**config.mk**
```make
export PLATFORM = sky130hd
export DESIGN_NAME = mpkt_reassembler
export DESIGN_NICKNAME = d
export VERILOG_FILES = /design/src/rtl/mpkt_pkg.sv /design/src/rtl/mpkt_stream_ctx.sv /design/src/rtl/mpkt_serializer.sv /design/src/rtl/mpkt_lane_fan.sv /design/src/rtl/mpkt_reassembler.sv
export SDC_FILE = /design/constraint.sdc
export NUM_CORES = 1
export LEC_CHECK = 0
export BUFFER_PORTS_ARGS = -buffer_cell sky130_fd_sc_hd__buf_4
export CORE_AREA = 2 2 118 120
export DETAILED_ROUTE_END_ITERATION = 10
export DIE_AREA = 0 0 120 122
export MAX_ROUTING_LAYER = met4
export PLACE_DENSITY_LB_ADDON = 0.25
export SETUP_SLACK_MARGIN = 0.05
export SLEW_MARGIN = 15
export SYNTH_ARGS = -nofsm -noshare
export SYNTH_HDL_FRONTEND = slang
export SYNTH_SLANG_ARGS = --single-unit
```
**constraint.sdc**
```tcl
create_clock -name clk -period 4.9 [get_ports clk]
set_clock_uncertainty 0.2 [all_clocks]
set_input_delay 0.49 -clock clk [delete_from_list [all_inputs] [get_ports clk]]
set_output_delay 0.49 -clock clk [all_outputs]
set_load 0.005 [all_outputs]
```
**src/rtl/mpkt_pkg.sv**
```systemverilog
package mpkt_pkg;

   // Field layout of one incoming micropacket word (bit 31 down to bit 0).
   typedef struct packed {
      logic [2:0]  tag;      // stream number plus one
      logic [2:0]  seq;      // modulo-8 sequence count
      logic        start;    // first fragment of a packet
      logic        ovf;      // device-side overflow flag
      logic [23:0] payload;  // up to three bytes, most significant first
   } mpkt_word_t;

   localparam int unsigned TAG_W   = 3;
   localparam int unsigned SEQ_W   = 3;
   localparam int unsigned FRAG_BYTES = 3;

endpackage

```
**src/rtl/mpkt_stream_ctx.sv**
```systemverilog
module mpkt_stream_ctx
   import mpkt_pkg::*;
#(
   parameter int unsigned STREAM_IDX = 0,
   parameter int unsigned FRAGS_PER_PKT = 63,
   parameter int unsigned PKTS_PER_BATCH = 21
) (
   input  logic       clk,
   input  logic       rst_n,
   input  logic       en,
   input  logic       acc,
   input  mpkt_word_t word,
   output logic       take,
   output logic       sop,
   output logic       last_frag,
   output logic       batch_end,
   output logic       loss_evt,
   output logic       ovf_evt
);

   localparam int unsigned FW = $clog2(FRAGS_PER_PKT);
   localparam int unsigned PW = $clog2(PKTS_PER_BATCH);
   localparam logic [TAG_W-1:0] MY_TAG = TAG_W'(STREAM_IDX + 1);
   localparam logic [FW-1:0] FRAG_LAST = FW'(FRAGS_PER_PKT - 1);
   localparam logic [PW-1:0] PKT_LAST  = PW'(PKTS_PER_BATCH - 1);

   logic [FW-1:0]    frag_q;
   logic [PW-1:0]    pkt_q;
   logic [SEQ_W-1:0] seq_q;
   logic             seq_known_q;

   logic             hit;
   logic             in_pkt;
   logic [FW-1:0]    frag_now;
   logic             seq_gap;

   always_comb begin
      hit       = acc && en && (word.tag == MY_TAG);
      in_pkt    = (frag_q != '0);
      take      = hit && (word.start || in_pkt);
      frag_now  = word.start ? '0 : frag_q;
      sop       = (frag_now == '0);
      last_frag = (frag_now == FRAG_LAST);
      batch_end = last_frag && (pkt_q == PKT_LAST);
      seq_gap   = seq_known_q && (word.seq != SEQ_W'(seq_q + 1'b1));
   end

   always_ff @(posedge clk) begin
      if (!rst_n || !en) begin
         frag_q      <= '0;
         pkt_q       <= '0;
         seq_q       <= '0;
         seq_known_q <= 1'b0;
         loss_evt    <= 1'b0;
         ovf_evt     <= 1'b0;
      end else begin
         loss_evt <= take && seq_gap;
         ovf_evt  <= take && word.ovf;
         if (take) begin
            frag_q      <= last_frag ? '0 : FW'(frag_now + 1'b1);
            seq_q       <= word.seq;
            seq_known_q <= 1'b1;
            if (last_frag) begin
               pkt_q <= batch_end ? '0 : PW'(pkt_q + 1'b1);
            end
         end
      end
   end

endmodule

```
**src/rtl/mpkt_serializer.sv**
```systemverilog
module mpkt_serializer
   import mpkt_pkg::*;
#(
   parameter int unsigned NUM_STREAMS = 4
) (
   input  logic                   clk,
   input  logic                   rst_n,
   input  logic                   load,
   input  logic [NUM_STREAMS-1:0] load_lane,
   input  logic [23:0]            load_data,
   input  logic                   load_short,
   input  logic                   load_sop,
   input  logic                   load_batch,
   output logic                   ready,
   output logic [NUM_STREAMS-1:0] lane_valid,
   output logic [7:0]             byte_o,
   output logic                   sop_o,
   output logic                   batch_o
);

   localparam int unsigned IW = $clog2(FRAG_BYTES);

   logic                   busy_q;
   logic [NUM_STREAMS-1:0] lane_q;
   logic [23:0]            data_q;
   logic [IW-1:0]          idx_q;
   logic                   short_q;
   logic                   sop_q;
   logic                   batch_q;
   logic                   final_byte;

   always_comb begin
      final_byte = busy_q && (idx_q == (short_q ? IW'(FRAG_BYTES - 2) : IW'(FRAG_BYTES - 1)));
      ready      = !busy_q || final_byte;
      lane_valid = busy_q ? lane_q : '0;
      sop_o      = busy_q && sop_q && (idx_q == '0);
      batch_o    = batch_q && final_byte;
      case (idx_q)
         IW'(0):  byte_o = data_q[23:16];
         IW'(1):  byte_o = data_q[15:8];
         default: byte_o = data_q[7:0];
      endcase
   end

   always_ff @(posedge clk) begin
      if (!rst_n) begin
         busy_q  <= 1'b0;
         lane_q  <= '0;
         data_q  <= '0;
         idx_q   <= '0;
         short_q <= 1'b0;
         sop_q   <= 1'b0;
         batch_q <= 1'b0;
      end else if (load) begin
         busy_q  <= 1'b1;
         lane_q  <= load_lane;
         data_q  <= load_data;
         idx_q   <= '0;
         short_q <= load_short;
         sop_q   <= load_sop;
         batch_q <= load_batch;
      end else if (final_byte) begin
         busy_q <= 1'b0;
      end else if (busy_q) begin
         idx_q <= IW'(idx_q + 1'b1);
      end
   end

endmodule

```
**src/rtl/mpkt_lane_fan.sv**
```systemverilog
module mpkt_lane_fan #(
   parameter int unsigned NUM_STREAMS = 4
) (
   input  logic [NUM_STREAMS-1:0]   lane_valid,
   input  logic [7:0]               byte_i,
   input  logic                     sop_i,
   input  logic                     batch_i,
   output logic [NUM_STREAMS-1:0]   out_valid,
   output logic [8*NUM_STREAMS-1:0] out_data,
   output logic [NUM_STREAMS-1:0]   out_sop,
   output logic [NUM_STREAMS-1:0]   out_batch
);

   for (genvar g = 0; g < NUM_STREAMS; g++) begin : g_lane
      assign out_valid[g]       = lane_valid[g];
      assign out_data[8*g +: 8] = lane_valid[g] ? byte_i : 8'h00;
      assign out_sop[g]         = lane_valid[g] && sop_i;
      assign out_batch[g]       = lane_valid[g] && batch_i;
   end

endmodule

```
**src/rtl/mpkt_reassembler.sv**
```systemverilog
module mpkt_reassembler
   import mpkt_pkg::*;
#(
   parameter int unsigned NUM_STREAMS = 4,
   parameter int unsigned FRAGS_PER_PKT = 63,
   parameter int unsigned PKTS_PER_BATCH = 21
) (
   input  logic                     clk,
   input  logic                     rst_n,
   input  logic                     in_valid,
   output logic                     in_ready,
   input  logic [31:0]              in_word,
   input  logic [NUM_STREAMS-1:0]   stream_en,
   output logic [NUM_STREAMS-1:0]   out_valid,
   output logic [8*NUM_STREAMS-1:0] out_data,
   output logic [NUM_STREAMS-1:0]   out_sop,
   output logic [NUM_STREAMS-1:0]   out_batch,
   output logic [NUM_STREAMS-1:0]   loss_evt,
   output logic [NUM_STREAMS-1:0]   ovf_evt
);

   localparam int unsigned MAX_STREAMS = (1 << TAG_W) - 1;

   if (NUM_STREAMS < 1 || NUM_STREAMS > MAX_STREAMS) begin : g_bad_streams
      $error("NUM_STREAMS must fit the tag field");
   end
   if (FRAGS_PER_PKT < 2) begin : g_bad_frags
      $error("FRAGS_PER_PKT must be at least 2");
   end
   if (PKTS_PER_BATCH < 2) begin : g_bad_batch
      $error("PKTS_PER_BATCH must be at least 2");
   end

   mpkt_word_t             word;
   logic                   acc;
   logic [NUM_STREAMS-1:0] take;
   logic [NUM_STREAMS-1:0] sop_v;
   logic [NUM_STREAMS-1:0] last_v;
   logic [NUM_STREAMS-1:0] batch_v;

   logic                   ser_ready;
   logic [NUM_STREAMS-1:0] lane_valid;
   logic [7:0]             ser_byte;
   logic                   ser_sop;
   logic                   ser_batch;

   assign word     = mpkt_word_t'(in_word);
   assign in_ready = ser_ready;
   assign acc      = in_valid && ser_ready;

   for (genvar g = 0; g < NUM_STREAMS; g++) begin : g_stream
      mpkt_stream_ctx #(
         .STREAM_IDX     (g),
         .FRAGS_PER_PKT  (FRAGS_PER_PKT),
         .PKTS_PER_BATCH (PKTS_PER_BATCH)
      ) u_ctx (
         .clk       (clk),
         .rst_n     (rst_n),
         .en        (stream_en[g]),
         .acc       (acc),
         .word      (word),
         .take      (take[g]),
         .sop       (sop_v[g]),
         .last_frag (last_v[g]),
         .batch_end (batch_v[g]),
         .loss_evt  (loss_evt[g]),
         .ovf_evt   (ovf_evt[g])
      );
   end

   mpkt_serializer #(
      .NUM_STREAMS (NUM_STREAMS)
   ) u_ser (
      .clk        (clk),
      .rst_n      (rst_n),
      .load       (|take),
      .load_lane  (take),
      .load_data  (word.payload),
      .load_short (|(take & last_v)),
      .load_sop   (|(take & sop_v)),
      .load_batch (|(take & batch_v)),
      .ready      (ser_ready),
      .lane_valid (lane_valid),
      .byte_o     (ser_byte),
      .sop_o      (ser_sop),
      .batch_o    (ser_batch)
   );

   mpkt_lane_fan #(
      .NUM_STREAMS (NUM_STREAMS)
   ) u_fan (
      .lane_valid (lane_valid),
      .byte_i     (ser_byte),
      .sop_i      (ser_sop),
      .batch_i    (ser_batch),
      .out_valid  (out_valid),
      .out_data   (out_data),
      .out_sop    (out_sop),
      .out_batch  (out_batch)
   );

endmodule

```
# Word level (Yosys, flattened, before mapping)
# Index checks and enable logic that the tools add are counted.
# op_classes
bitwise_logic,5
muxes,21
n_eq_ne,18
addsub,13
reduce_logical,76
# op_table
op,n
6-bit 2-to-1 mux,8
1-bit logical AND,41
8-bit 2-to-1 mux,4
6-bit by 1-bit adder with 6-bit output (second input constant),4
6-bit equality test (second input constant),4
6-bit zero test,4
6-bit nonzero test,4
5-bit by 1-bit adder with 5-bit output (second input constant),4
5-bit equality test (second input constant),4
5-bit 2-to-1 mux,4
8-bit case mux with 2 select lines,1
4-bit OR reduction,4
3-bit by 1-bit adder with 3-bit output (second input constant),4
4-bit bitwise AND,3
3-bit != test,4
2-bit AND reduction,5
1-bit logical OR,9
3-bit by 2-bit equality test with 1-bit output (second input constant),2
1-bit zero test,6
5-bit OR reduction,1
4-bit 2-to-1 mux,1
3-bit by 1-bit equality test with 1-bit output (second input constant),1
3-bit equality test (second input constant),1
2-bit by 1-bit adder with 2-bit output (second input constant),1
other kinds (7),9
# totals
ff_bits,102
wordCells,164
output_inout_bits,53

# Depth between registers and ports, before layout
# depth
ltp_word,10
depth_mapped,12
mapped_depth_nobuf,9

# Hierarchy
# From an unflattened synthesis, not the netlist that was laid out.
# hier_totals
hier_cells,693
hier_area_um2,5978.2
# by_module_without_submodules
module,seq_area_each_um2,area_each_um2,n_inst,cells_per_inst
mpkt_serializer,680.7,1625.3,1,170
mpkt_stream_ctx at g_stream[0].u_ctx,340.3,1033.5,1,116
mpkt_stream_ctx at g_stream[2].u_ctx,340.3,998.5,1,119
mpkt_stream_ctx at g_stream[3].u_ctx,340.3,996.0,1,118
mpkt_stream_ctx at g_stream[1].u_ctx,340.3,974.7,1,115
mpkt_lane_fan,0.0,280.3,1,44
mpkt_reassembler,0.0,70.1,1,11

# Least setup slack after synthesis
# OpenSTA, ideal clock, no wires.
# synth_path
path_type,input -> register
from,input port in_word[25]
to,register g_stream[2].u_ctx.pkt_q[0]
required_ns,4.576
stages,10
t_arrival_ns,2.578
path_buffers,2
setup_ns,0.124
path_slack_ns,1.998
path_cell_list,clkbuf_1 inv_1 clkbuf_1 nand2_1 ha_1 nand4_1 nor3b_1 nand2_1 o21bai_1 nor2_1
# synth_via
elab_chain_len,4
# synth_lines
element,line_no,text
start: declaration,mpkt_reassembler.sv:12,"input logic [31:0] in_word,"
6-bit 2-to-1 mux,mpkt_stream_ctx.sv:41,frag_now = word.start ? '0 : frag_q;
6-bit equality test,mpkt_stream_ctx.sv:43,last_frag = (frag_now == FRAG_LAST);
1-bit logical AND,mpkt_stream_ctx.sv:44,batch_end = last_frag && (pkt_q == PKT_LAST);
5-bit 2-to-1 mux,mpkt_stream_ctx.sv:64,pkt_q <= batch_end ? '0 : PW'(pkt_q + 1'b1);
end signal: assignment,mpkt_stream_ctx.sv:64,
end: declaration,mpkt_stream_ctx.sv:28,logic [PW-1:0] pkt_q;
# Several ways; a longest one is shown, not always the timed one.
# A chain may end at the register's enable or synchronous reset.

# Final worst setup path
# layout_path
from,register u_ser.idx_q[1]
to,register u_ser.data_q[22]
# layout_via
elab_chain_len,8
# layout_lines
element,line_no,text
start: declaration,mpkt_serializer.sv:26,logic [IW-1:0] idx_q;
start signal: assignment,mpkt_serializer.sv:65,idx_q <= IW'(idx_q + 1'b1);
2-bit equality test *,mpkt_serializer.sv:33,final_byte = busy_q && (idx_q == (short_q ? IW'(FRAG_BYTES - 2) : IW'(FRAG_BYTES - 1)));
1-bit logical AND *,mpkt_serializer.sv:33,
1-bit logical OR *,mpkt_serializer.sv:34,ready = !busy_q || final_byte;
1-bit logical AND *,mpkt_reassembler.sv:49,assign acc = in_valid && ser_ready;
1-bit logical AND (2 in series),mpkt_stream_ctx.sv:38,hit = acc && en && (word.tag == MY_TAG);
1-bit logical AND,mpkt_stream_ctx.sv:40,take = hit && (word.start || in_pkt);
4-bit OR reduction *,mpkt_reassembler.sv:76,".load (|take),"
end signal: assignment,mpkt_serializer.sv:57,data_q <= load_data;
end: declaration,mpkt_serializer.sv:25,logic [23:0] data_q;
# Mark *: on every way between the ends. The rest lies on a longest branch, timed or not.

==> run_results.csv <==
group,metric,value,unit
logic_synthesis,synth_cell_type_count,45,
sta,tightest_slew,1.116,ns
cts,hold_buffers,0,
finish,nFillCells,1345,
power,pwr-share-seq,48.8,%
setup_path,critPathTopFamily,"simple AND/OR/NAND/NOR gates",
drt,wl,14.49,mm
global_route,grt_pass1_vias,4632,
drt,routedWlPerCell,15.68,um
placed_design,hpwl,10.47,mm
global_route,grt_pass1_wl,23.23,mm
finish,drive_gt1_share,17.20,%
floorplan,rows,43,
setup_path,slowest_stage,"nand4_1",
setup_path,start_kind,"flip-flop",
drt,viasPerCell,5.329,
cts,cts_sinks,102,
cts,cts_tree,"built",
logic_synthesis,ys_async_sr_fraction,0,%
sta,setup_slack,1.419,ns
floorplan,pin_count,92,
sta,final-hold-violation-count,0,
finish,area_delta_synth_final,20.03,%
setup_path,crit_required,4.98,ns
power,p_int,1.329,mW
placed_design,dp_slack,1.518,ns
sta,fin_tns_setup,0,ns
drt,drt_iter0_markers,340,
logic_synthesis,syn_inst,672,
cts,clk_path_buf_depth,2,
drt,ant_nets,0,
flow_run,maxCapViolCount,0,
power,switching_share,23.11,%
setup_path,cp_num_buf_inv,1,
cts,cts_htree_levels,3,
logic_synthesis,synth_ff_type,"dfxtp_1",
power,powerDensity,272.8,nW/um^2
logic_synthesis,synth_edf_count,0,
logic_synthesis,yosysWarnings,0,
global_route,grt_max_degree,35,
sta,slew_headroom,25.46,%
setup_path,cp_max_fo,27,
floorplan,fp.dieH,122,um
power,p_total,1.729,mW
logic_synthesis,syn_nets,737,
power,switching_power,0.3996,mW
cts,cts_root_buf,"clkbuf_16",
sta,period_needed,3.481,ns
finish,n_antenna_cell,0,
sta,finalMaxSlewViolations,0,
global_route,grt-ovfl-total,0,
cts,clk_pin_slew,0.07,ns
finish,finalNonFillerCells,924,
finish,final_common_cell,"nand2_1",
placed_design,io_buffer_count,91,
logic_synthesis,netlist_area,5279,um^2
setup_path,cp.arrival,3.56,ns
sta,final.period_utilization,71.03,%
cts,post_cts_resized,0,
placed_design,place_inst,908,
logic_synthesis,yosysSeqAreaShare,38.68,%
setup_path,path_class,"flip-flop to flip-flop",
drt,vias,4924,
cts,cts_setup_buffers,0,
finish,final_net_count,804,
power,leakagePower,2.397,nW
sta,fmax,287.3,MHz
floorplan,die-area,14640,um^2
cts,clock_latency,0.35,ns
power,peakVddDrop,0.1241,mV
global_route,grt_usage,20.64,%
sta,rsz0062_at_grt,"no",
setup_path,endpoint_kind,"flip-flop",
floorplan,die_x,120,um
worst_hold_path,hold_class,"primary input to flip-flop",
status,status,"complete, no violations",
drt,drtPass1Iterations,5,
power,power.share.clock,44.7,%
sta,setup_viol,0,
floorplan,start_util,39.09,%
global_route,antenna_found_initial,0,
setup_path,path_cells,"or3b_2, a311oi_2, nand4_1, nand4_1, buf_4, nand2_1, a21oi_1",
drt,drc,0,
floorplan,coreArea,13500,um^2
placed_design,gp_congestion,0.8642,
finish,layout_common_cells,"110 x nand2_1, 102 x dfxtp_1, 98 x buf_4",
logic_synthesis,synth.avg_cell_area,7.855,um^2
power,combPwrFrac,6.5,%
setup_path,crit_top_cell,"nand4_1",
setup_path,cp_slowest_stage_delay,0.82,ns
cts,cts-buffers-inserted,9,
logic_synthesis,ys_seq_elements,102,
logic make-up after synthesis:
logic type               after synthesis  share of synthesized area, %
AO/OA/AOI/OAI                        123                         13.72
XOR/XNOR                              36                         5.973
adder cells (fa/ha/maj)               26                         6.163
buffers and inverters                 70                         6.305
flip-flops                           102                         38.68
multiplexers                           4                        0.7585
AND/OR/NAND/NOR                      311                         28.40
worst paths after layout:
kind | cells after the start | slack (ns) | endpoint | from
worst max-delay path | 7 | 1.42 | u_ser.data_q[22]$_SDFFE_PN0P_ | u_ser.idx_q[1]$_SDFFE_PP0P_
worst min-delay path | 3 | 0.18 | u_ser.data_q[9]$_SDFFE_PN0P_ | in_word[9]
worst max register to register | 7 | 1.42 | u_ser.data_q[22]$_SDFFE_PN0P_ | u_ser.idx_q[1]$_SDFFE_PP0P_
worst min register to register | 2 | 0.25 | u_ser.data_q[2]$_SDFFE_PN0P_ | u_ser.data_q[2]$_SDFFE_PN0P_
Yosys cell counts (7+ instances only):
library cell | count | area, um^2
xor2_1 | 10 | 87.58
a31oi_1 | 7 | 43.79
a21oi_1 | 66 | 330.3
inv_1 | 27 | 101.4
nor3b_1 | 12 | 90.09
or4_1 | 10 | 75.07
and2_1 | 10 | 62.56
a21oi_2 | 7 | 61.31
nand3_1 | 17 | 85.08
o21ai_0 | 23 | 115.1
dfxtp_1 | 102 | 2042
a22o_1 | 8 | 70.07
buf_4 | 8 | 60.06
ha_1 | 26 | 325.3
xnor2_1 | 26 | 227.7
nor3_1 | 27 | 135.1
nand4_1 | 11 | 68.82
nand2_1 | 110 | 412.9
clkbuf_1 | 22 | 82.58
nor2_1 | 75 | 281.5
state kept, by name (all words and copies together) (netlist names), 2 cells and up:
register,count
g_stream.u_ctx.frag_q,24
g_stream.u_ctx.loss_evt,4
g_stream.u_ctx.ovf_evt,4
g_stream.u_ctx.pkt_q,20
g_stream.u_ctx.seq_known_q,4
g_stream.u_ctx.seq_q,12
u_ser.data_q,24
u_ser.idx_q,2
u_ser.lane_q,4
tightest hold or removal path, cell delays in order:
cell and delay (ns):
buf_4 0.11, nand2_1 0.05, a21oi_1 0.05
area by class of cell:
cell class,instances,area (um^2),share of cell area (%)
Sequential cell,102,2042,32.23
Timing Repair Buffer,98,735.7,11.61
Clock inverter,7,98.84,1.560
Clock buffer,9,225.2,3.555
Multi-Input combinational cell,500,2904,45.83
Tap cell,180,225.2,3.555
Inverter,28,105.1,1.659
metal layers:
metal	vias up	share of wire, %	track usage [%]
li1	2416	-	-
met1	2336	46	25.47
met2	155	47	34.16
met3	17	5.5	3.886
met4	0	1.6	6.691
met5	-	0	-
power by group through the flow:
| stage | clock (mW) | sequential (mW) | combinational, mW |
|---|---|---|---|
| floorplan | 0 | 0.860 | 0.0642 |
| global placement | 0 | 0.862 | 0.110 |
| detailed placement | 0 | 0.862 | 0.112 |
| CTS | 0.793 | 0.843 | 0.112 |
| global route | 0.832 | 0.844 | 0.123 |
| finish | 0.773 | 0.843 | 0.112 |
metrics by stage:
step	hold slack, ns	utilization, %	cell area [um^2]
5_1_grt	0.1866	46.92	6336
3_5_place_dp	0.2452	44.52	6012
4_1_cts	0.1809	46.92	6336
3_3_place_gp	0.2385	44.52	6012
6_report	0.1844	46.92	6336
2_1_floorplan	0.2315	-	5279
(Power assumes the default switching activity.)
